[src/rtl/gpio_od_pkg.sv]
package gpio_od_pkg;
   typedef enum logic [1:0] {
      FSEL_GPIO = 2'b00,
      FSEL_ALT1 = 2'b01,
      FSEL_ALT2 = 2'b10,
      FSEL_ALT3 = 2'b11
   } fsel_e;

   localparam int unsigned NUM_ALT   = 3;
   localparam int unsigned ADDR_SEL  = 0;
   localparam int unsigned ADDR_DIR  = 1;
   localparam int unsigned ADDR_DATA = 2;
endpackage

[src/rtl/gpio_od_sync.sv]
module gpio_od_sync #(
   parameter int unsigned WIDTH  = 6,
   parameter int unsigned STAGES = 2
) (
   input  logic             clk,
   input  logic             rst_n,
   input  logic [WIDTH-1:0] d,
   output logic [WIDTH-1:0] q
);
   logic [WIDTH-1:0] stage_q [STAGES];

   always_ff @(posedge clk or negedge rst_n) begin
      if (!rst_n) begin
         for (int k = 0; k < int'(STAGES); k++) stage_q[k] <= '0;
      end else begin
         stage_q[0] <= d;
         for (int k = 1; k < int'(STAGES); k++) stage_q[k] <= stage_q[k-1];
      end
   end

   assign q = stage_q[STAGES-1];
endmodule

[src/rtl/gpio_od_regs.sv]
module gpio_od_regs
   import gpio_od_pkg::*;
#(
   parameter int unsigned NUM_PINS = 6,
   parameter int unsigned REG_W    = 16,
   parameter int unsigned ADDR_W   = 2
) (
   input  logic                  clk,
   input  logic                  rst_n,
   input  logic                  wr_en,
   input  logic [ADDR_W-1:0]     addr,
   input  logic [REG_W-1:0]      wdata,
   input  logic [NUM_PINS-1:0]   pin_lvl,
   output logic [REG_W-1:0]      rdata,
   output logic [2*NUM_PINS-1:0] sel_q,
   output logic [NUM_PINS-1:0]   dir_q,
   output logic [NUM_PINS-1:0]   data_q
);
   localparam int unsigned SEL_W = 2 * NUM_PINS;

   logic hit_sel, hit_dir, hit_data;
   assign hit_sel  = (addr == ADDR_W'(ADDR_SEL));
   assign hit_dir  = (addr == ADDR_W'(ADDR_DIR));
   assign hit_data = (addr == ADDR_W'(ADDR_DATA));

   generate
      if (SEL_W < REG_W) begin : g_spare
         logic unused_wbits;
         assign unused_wbits = ^wdata[REG_W-1:SEL_W];
      end
   endgenerate

   always_ff @(posedge clk or negedge rst_n) begin
      if (!rst_n) begin
         sel_q  <= '0;
         dir_q  <= '0;
         data_q <= '0;
      end else if (wr_en) begin
         if (hit_sel)  sel_q  <= wdata[SEL_W-1:0];
         if (hit_dir)  dir_q  <= wdata[NUM_PINS-1:0];
         if (hit_data) data_q <= wdata[NUM_PINS-1:0];
      end
   end

   logic [NUM_PINS-1:0] data_view;
   always_comb begin
      for (int i = 0; i < int'(NUM_PINS); i++) begin
         if (fsel_e'(sel_q[2*i +: 2]) == FSEL_GPIO && dir_q[i])
            data_view[i] = data_q[i];
         else
            data_view[i] = pin_lvl[i];
      end
   end

   always_comb begin
      rdata = '0;
      if (hit_sel)       rdata[SEL_W-1:0]    = sel_q;
      else if (hit_dir)  rdata[NUM_PINS-1:0] = dir_q;
      else if (hit_data) rdata[NUM_PINS-1:0] = data_view;
   end
endmodule

[src/rtl/gpio_od_pinmux.sv]
module gpio_od_pinmux
   import gpio_od_pkg::*;
(
   input  logic [1:0]         fsel,
   input  logic               dir,
   input  logic               dat,
   input  logic [NUM_ALT-1:0] alt_oe,
   input  logic [NUM_ALT-1:0] alt_out,
   output logic               oe
);
   always_comb begin
      unique case (fsel_e'(fsel))
         FSEL_GPIO: oe = dir & ~dat;
         FSEL_ALT1: oe = alt_oe[0] & ~alt_out[0];
         FSEL_ALT2: oe = alt_oe[1] & ~alt_out[1];
         FSEL_ALT3: oe = alt_oe[2] & ~alt_out[2];
         default:   oe = 1'b0;
      endcase
   end
endmodule

[src/rtl/gpio_od_port.sv]
module gpio_od_port
   import gpio_od_pkg::*;
#(
   parameter int unsigned NUM_PINS    = 6,
   parameter int unsigned REG_W       = 16,
   parameter int unsigned ADDR_W      = 2,
   parameter int unsigned SYNC_STAGES = 2
) (
   input  logic                          clk,
   input  logic                          rst_n,
   input  logic                          reg_wr_en,
   input  logic [ADDR_W-1:0]             reg_addr,
   input  logic [REG_W-1:0]              reg_wdata,
   output logic [REG_W-1:0]              reg_rdata,
   input  logic [NUM_PINS-1:0]           pad_in,
   output logic [NUM_PINS-1:0]           pad_oe,
   output logic [NUM_PINS-1:0]           pad_out,
   input  logic [NUM_ALT*NUM_PINS-1:0]   alt_oe,
   input  logic [NUM_ALT*NUM_PINS-1:0]   alt_out,
   output logic [NUM_PINS-1:0]           pin_sync
);
   generate
      if (NUM_PINS < 1 || 2 * NUM_PINS > REG_W) begin : g_bad_pins
         $error("gpio_od_port: selector fields do not fit the register width");
      end
      if (ADDR_W < 2) begin : g_bad_addr
         $error("gpio_od_port: address too narrow for three registers");
      end
      if (SYNC_STAGES < 2) begin : g_bad_sync
         $error("gpio_od_port: at least two synchronizer stages required");
      end
   endgenerate

   logic [2*NUM_PINS-1:0] sel_q;
   logic [NUM_PINS-1:0]   dir_q;
   logic [NUM_PINS-1:0]   data_q;

   gpio_od_sync #(.WIDTH(NUM_PINS), .STAGES(SYNC_STAGES)) sync_i (
      .clk   (clk),
      .rst_n (rst_n),
      .d     (pad_in),
      .q     (pin_sync)
   );

   gpio_od_regs #(.NUM_PINS(NUM_PINS), .REG_W(REG_W), .ADDR_W(ADDR_W)) regs_i (
      .clk     (clk),
      .rst_n   (rst_n),
      .wr_en   (reg_wr_en),
      .addr    (reg_addr),
      .wdata   (reg_wdata),
      .pin_lvl (pin_sync),
      .rdata   (reg_rdata),
      .sel_q   (sel_q),
      .dir_q   (dir_q),
      .data_q  (data_q)
   );

   for (genvar i = 0; i < NUM_PINS; i++) begin : g_pin
      logic [NUM_ALT-1:0] p_oe, p_out;
      for (genvar f = 0; f < NUM_ALT; f++) begin : g_fn
         assign p_oe[f]  = alt_oe[f*NUM_PINS + i];
         assign p_out[f] = alt_out[f*NUM_PINS + i];
      end
      gpio_od_pinmux mux_i (
         .fsel    (sel_q[2*i +: 2]),
         .dir     (dir_q[i]),
         .dat     (data_q[i]),
         .alt_oe  (p_oe),
         .alt_out (p_out),
         .oe      (pad_oe[i])
      );
   end

   assign pad_out = '0;
endmodule

[config.mk]
export PLATFORM = sky130hd
export DESIGN_NAME = gpio_od_port
export DESIGN_NICKNAME = d
export VERILOG_FILES = /design/src/rtl/gpio_od_pkg.sv /design/src/rtl/gpio_od_sync.sv /design/src/rtl/gpio_od_regs.sv /design/src/rtl/gpio_od_pinmux.sv /design/src/rtl/gpio_od_port.sv
export SDC_FILE = /design/constraint.sdc
export NUM_CORES = 1
export LEC_CHECK = 0
export BUFFER_PORTS_ARGS = -buffer_cell sky130_fd_sc_hd__buf_4
export CORE_MARGIN = 2
export CORE_UTILIZATION = 41
export DETAILED_ROUTE_END_ITERATION = 10
export GPL_TIMING_DRIVEN = 0
export PLACE_DENSITY = 0.77
export SLEW_MARGIN = 10
export SYNTH_ARGS = -nofsm -noshare
export SYNTH_HDL_FRONTEND = slang
export SYNTH_SLANG_ARGS = --single-unit
export TNS_END_PERCENT = 1
[constraint.sdc]
create_clock -name clk -period 1 [get_ports clk]
set_input_delay 0.1 -clock clk [delete_from_list [all_inputs] [get_ports clk]]
set_output_delay 0.1 -clock clk [all_outputs]
set_load 0.02 [all_outputs]
==> metrics.log <==
INFO  metric grt_first_pass_wirelength = 6.82 mm
INFO  metric fraction_of_final_layout_cells_sized_beyond_drive_strength_1 = 0.622
INFO  metric worst_hold_slack = 0.0343 ns
INFO  metric htreeDepth = 2
INFO  metric crit_arrival = 1.45 ns
INFO  metric clk-insertion-delay-late = 0.29 ns
INFO  metric design_power_total = 0.00465 W
INFO  metric design.final.nets = 337
INFO  metric worst_stage_delay_on_the_critical_path = 0.44 ns
INFO  metric cts-buffers-inserted = 5
INFO  metric setup_cp_type = reg2out
INFO  metric setup_slack = -0.553 ns
INFO  metric dr_wl_met2 = 2.49 mm
INFO  metric highest_layer = met4
INFO  metric timing.max_cap.violations = 0
INFO  metric final_period_minus_worst_setup_slack = 1.55 ns
INFO  metric floorplan.die_area = 5310 sq um
INFO  metric postSynthCellCount = 164
INFO  metric clk_pin_slew_worst_paths = 0.07 ns
INFO  metric cts.path.max_buffers = 2
INFO  metric wl_per_cell = 14.0 microns
INFO  metric detailed_router_s_first_iteration_violation_count = 51
INFO  metric rsz0062_at_grt = yes
INFO  metric timing_max_transition_violations_final = 0
INFO  metric wire_length_reported_by_the_detailed_router = 4.61 mm
INFO  metric peak_fanout_along_the_critical_path = 2
INFO  metric initial_utilization = 0.417
INFO  metric diodes = 0
INFO  metric setup_viol = 24
INFO  metric critical-path-top-delay-family = flip-flops
INFO  metric combined_area_of_the_multi_input_logic_cells = 933 sq um
INFO  metric critPathLaunchType = flip-flop
INFO  metric timing.final.crit_share = 1.55
INFO  metric grt_max_degree = 37
INFO  metric area.sequential = 912 sq um
INFO  metric vdd_ir_drop_max = 0.958 mV
INFO  metric hpwl = 3.16 mm
INFO  metric routed-wl-met3 = 200 microns
INFO  metric ctsRootBufferMaster = sky130_fd_sc_hd__clkbuf_8
INFO  metric layout_filler_cell_count = 375
INFO  metric final-instance-count-excl-fill = 329
INFO  metric post-route-drc-count = 0
INFO  metric wl_met1 = 1.86 mm
INFO  metric die_height = 72.9 microns
INFO  metric worst-path-buf-inv = 1
INFO  metric placed_cells = 307
INFO  metric routed_antenna_nets = 0
INFO  metric synth_warnings = 0
INFO  metric chipWidth = 72.9 microns
INFO  metric ys_ff_latch = 36
INFO  metric rows = 25
INFO  metric hold_viol_final = 0
INFO  metric critical_path.endpoint_type = primary output
INFO  metric gpl.final_weighted_congestion = 0.730
INFO  metric synth.avg_cell_area = 11.9 sq um
INFO  metric yosysUniqueCellTypes = 23
INFO  metric cp_cell_sequence = nor3b_4, mux2i_1, o22ai_2, buf_6
INFO  metric first_global_vias = 1,565
INFO  metric worst_hold_path_type = in2reg
INFO  metric gr-total-overflow = 0
INFO  metric power.static_leakage = 1.47 nW
INFO  metric synth_sequential_area_ratio = 0.463
INFO  metric cp_slowest_cell = sky130_fd_sc_hd__dfrtp_2
INFO  metric portBuffers = 80
INFO  metric io_pins = 97
INFO  metric detail_route.first_pass.iterations = 4
INFO  metric antenna_found_initial = 0
INFO  metric syn-cell-area = 1940 sq um
INFO  metric clkSinkCount = 36
INFO  metric failing_checks = setup timing
INFO  metric layout_stage_area_growth_over_the_synthesis_result = 57.0%
INFO  metric gr-usage-all-layers = 0.168
INFO  metric worstPathRequired = 0.90 ns
INFO  metric finalClockSkew = 0.00421 ns
INFO  metric result_of_the_run = complete, but fails checks
INFO  metric finalSetupTns = -7.34 ns
INFO  metric power-per-cell-area = 1520 nW/um^2
INFO  metric clock.fmax = 644 MHz
INFO  metric floorplan.core_area = 4660 sq um
INFO  metric vias = 1,605
INFO  metric via_per_inst = 4.88
INFO  metric cts_tree = done
[cell usage in the layout, fill, tap and decap left out, types with 6 or more instances in the layout]
cell type                       count
sky130_fd_sc_hd__inv_1             12
sky130_fd_sc_hd__dfrtp_2            9
sky130_fd_sc_hd__buf_4             88
sky130_fd_sc_hd__dfrtp_1           27
sky130_fd_sc_hd__nor3b_2            8
sky130_fd_sc_hd__dlygate4sd3_1      7
sky130_fd_sc_hd__mux2_4            10
sky130_fd_sc_hd__o22ai_2            6
sky130_fd_sc_hd__clkbuf_8           6
sky130_fd_sc_hd__buf_6             23
sky130_fd_sc_hd__mux2_2            14
sky130_fd_sc_hd__conb_1            10
sky130_fd_sc_hd__mux2i_1           12
[per-stage QoR]
step | area (sq um) | util | setup WS, ns
after global routing | 3050 | 0.655 | -0.638
final | 3050 | 0.655 | -0.553
after floorplan | 2050 | - | -0.0836
after CTS | 3000 | 0.644 | -0.552
after detailed placement | 2720 | 0.583 | -0.287
after global placement | 2720 | 0.583 | -0.282
[Yosys cell counts (all sizes together)]
cell type	n	area [sq um]
dfrtp	36	901
buf	25	199
mux2	24	308
inv	12	45.0
mux2i	12	120
nor3b	11	82.6
and2	7	46.3
o22ai	7	43.8
nor2	6	30.0
a21oi	5	25.0
a311oi	5	43.8
a32oi	5	43.8
nand3b	2	15.0
nor2b	2	12.5
a31oi	1	6.26
conb	1	3.75
nand2	1	3.75
nand2b	1	6.26
o2bb2ai	1	8.76
[state kept, by name, indices dropped and copies added (netlist names)]
signal,count
sync_i.stage_q,6
regs_i.dir_q,6
regs_i.data_q,6
regs_i.sel_q,12
sync_i.q,6
[routing by layer]
layer  global-route usage  vias up
li1                     -      775
met1                0.204      774
met2                0.301       48
met3               0.0331        8
met4               0.0494        0
met5                    0        -
[worst paths after layout]
| check | start | endpoint | slack [ns] | cells after the start |
|---|---|---|---|---|
| setup / recovery | regs_i.sel_q[8]$_DFFE_PN0P_ | reg_rdata[4] | -0.55 | 4 |
| hold / removal | reg_wdata[8] | regs_i.sel_q[8]$_DFFE_PN0P_ | 0.03 | 2 |
| setup reg to reg | regs_i.sel_q[2]$_DFFE_PN0P_ | regs_i.sel_q[2]$_DFFE_PN0P_ | 0.02 | 2 |
| hold reg to reg | sync_i.stage_q[7]$_DFF_PN0_ | sync_i.q[1]$_DFF_PN0_ | 0.35 | 0 |
| max in group asynchronous | rst_n | regs_i.sel_q[10]$_DFFE_PN0P_ | 0.36 | 2 |
| min in group asynchronous | rst_n | sync_i.q[4]$_DFF_PN0_ | 0.31 | 2 |
[worst register-to-register path: cells and delay by family, from the launching register on]
| family | cells | cell delay, ns |
|---|---|---|
| flops | 1 | 0.46 |
| mux | 1 | 0.25 |
| buf+inv | 1 | 0.15 |
[layout make-up]
cell class,count,area share
Multi-Input combinational cell,100,0.306
Sequential cell,36,0.299
Timing Repair Buffer,94,0.255
Buffer,25,0.0738
Clock buffer,8,0.0295
Tap cell,54,0.0221
Inverter,12,0.0148
[kinds of logic after synthesis]
logic type / count (synthesis) / synth area share
AO/OA/AOI/OAI: 24 / 0.0882
multiplexers: 36 / 0.220
AND/OR/NAND/NOR: 30 / 0.101
buffers and inverters: 37 / 0.125
other: 1 / 0.00193
flip-flops: 36 / 0.463
[power by group]
part	switching [W]	internal, W	total [W]
clock network	0.000501	0.000562	0.00106
registers	0.000244	0.00168	0.00192
logic	0.000653	0.00101	0.00166
total	0.00140	0.00325	0.00465
[what timing repair did]
item	4_1_cts	5_1_grt
hold buffers	7	0
setup endpoints to repair	24	24
hold endpoints to repair	42	0
buffers inserted	6	1
gates resized for setup	25	12
pin swaps	5	3
(Power assumes the default switching activity.)
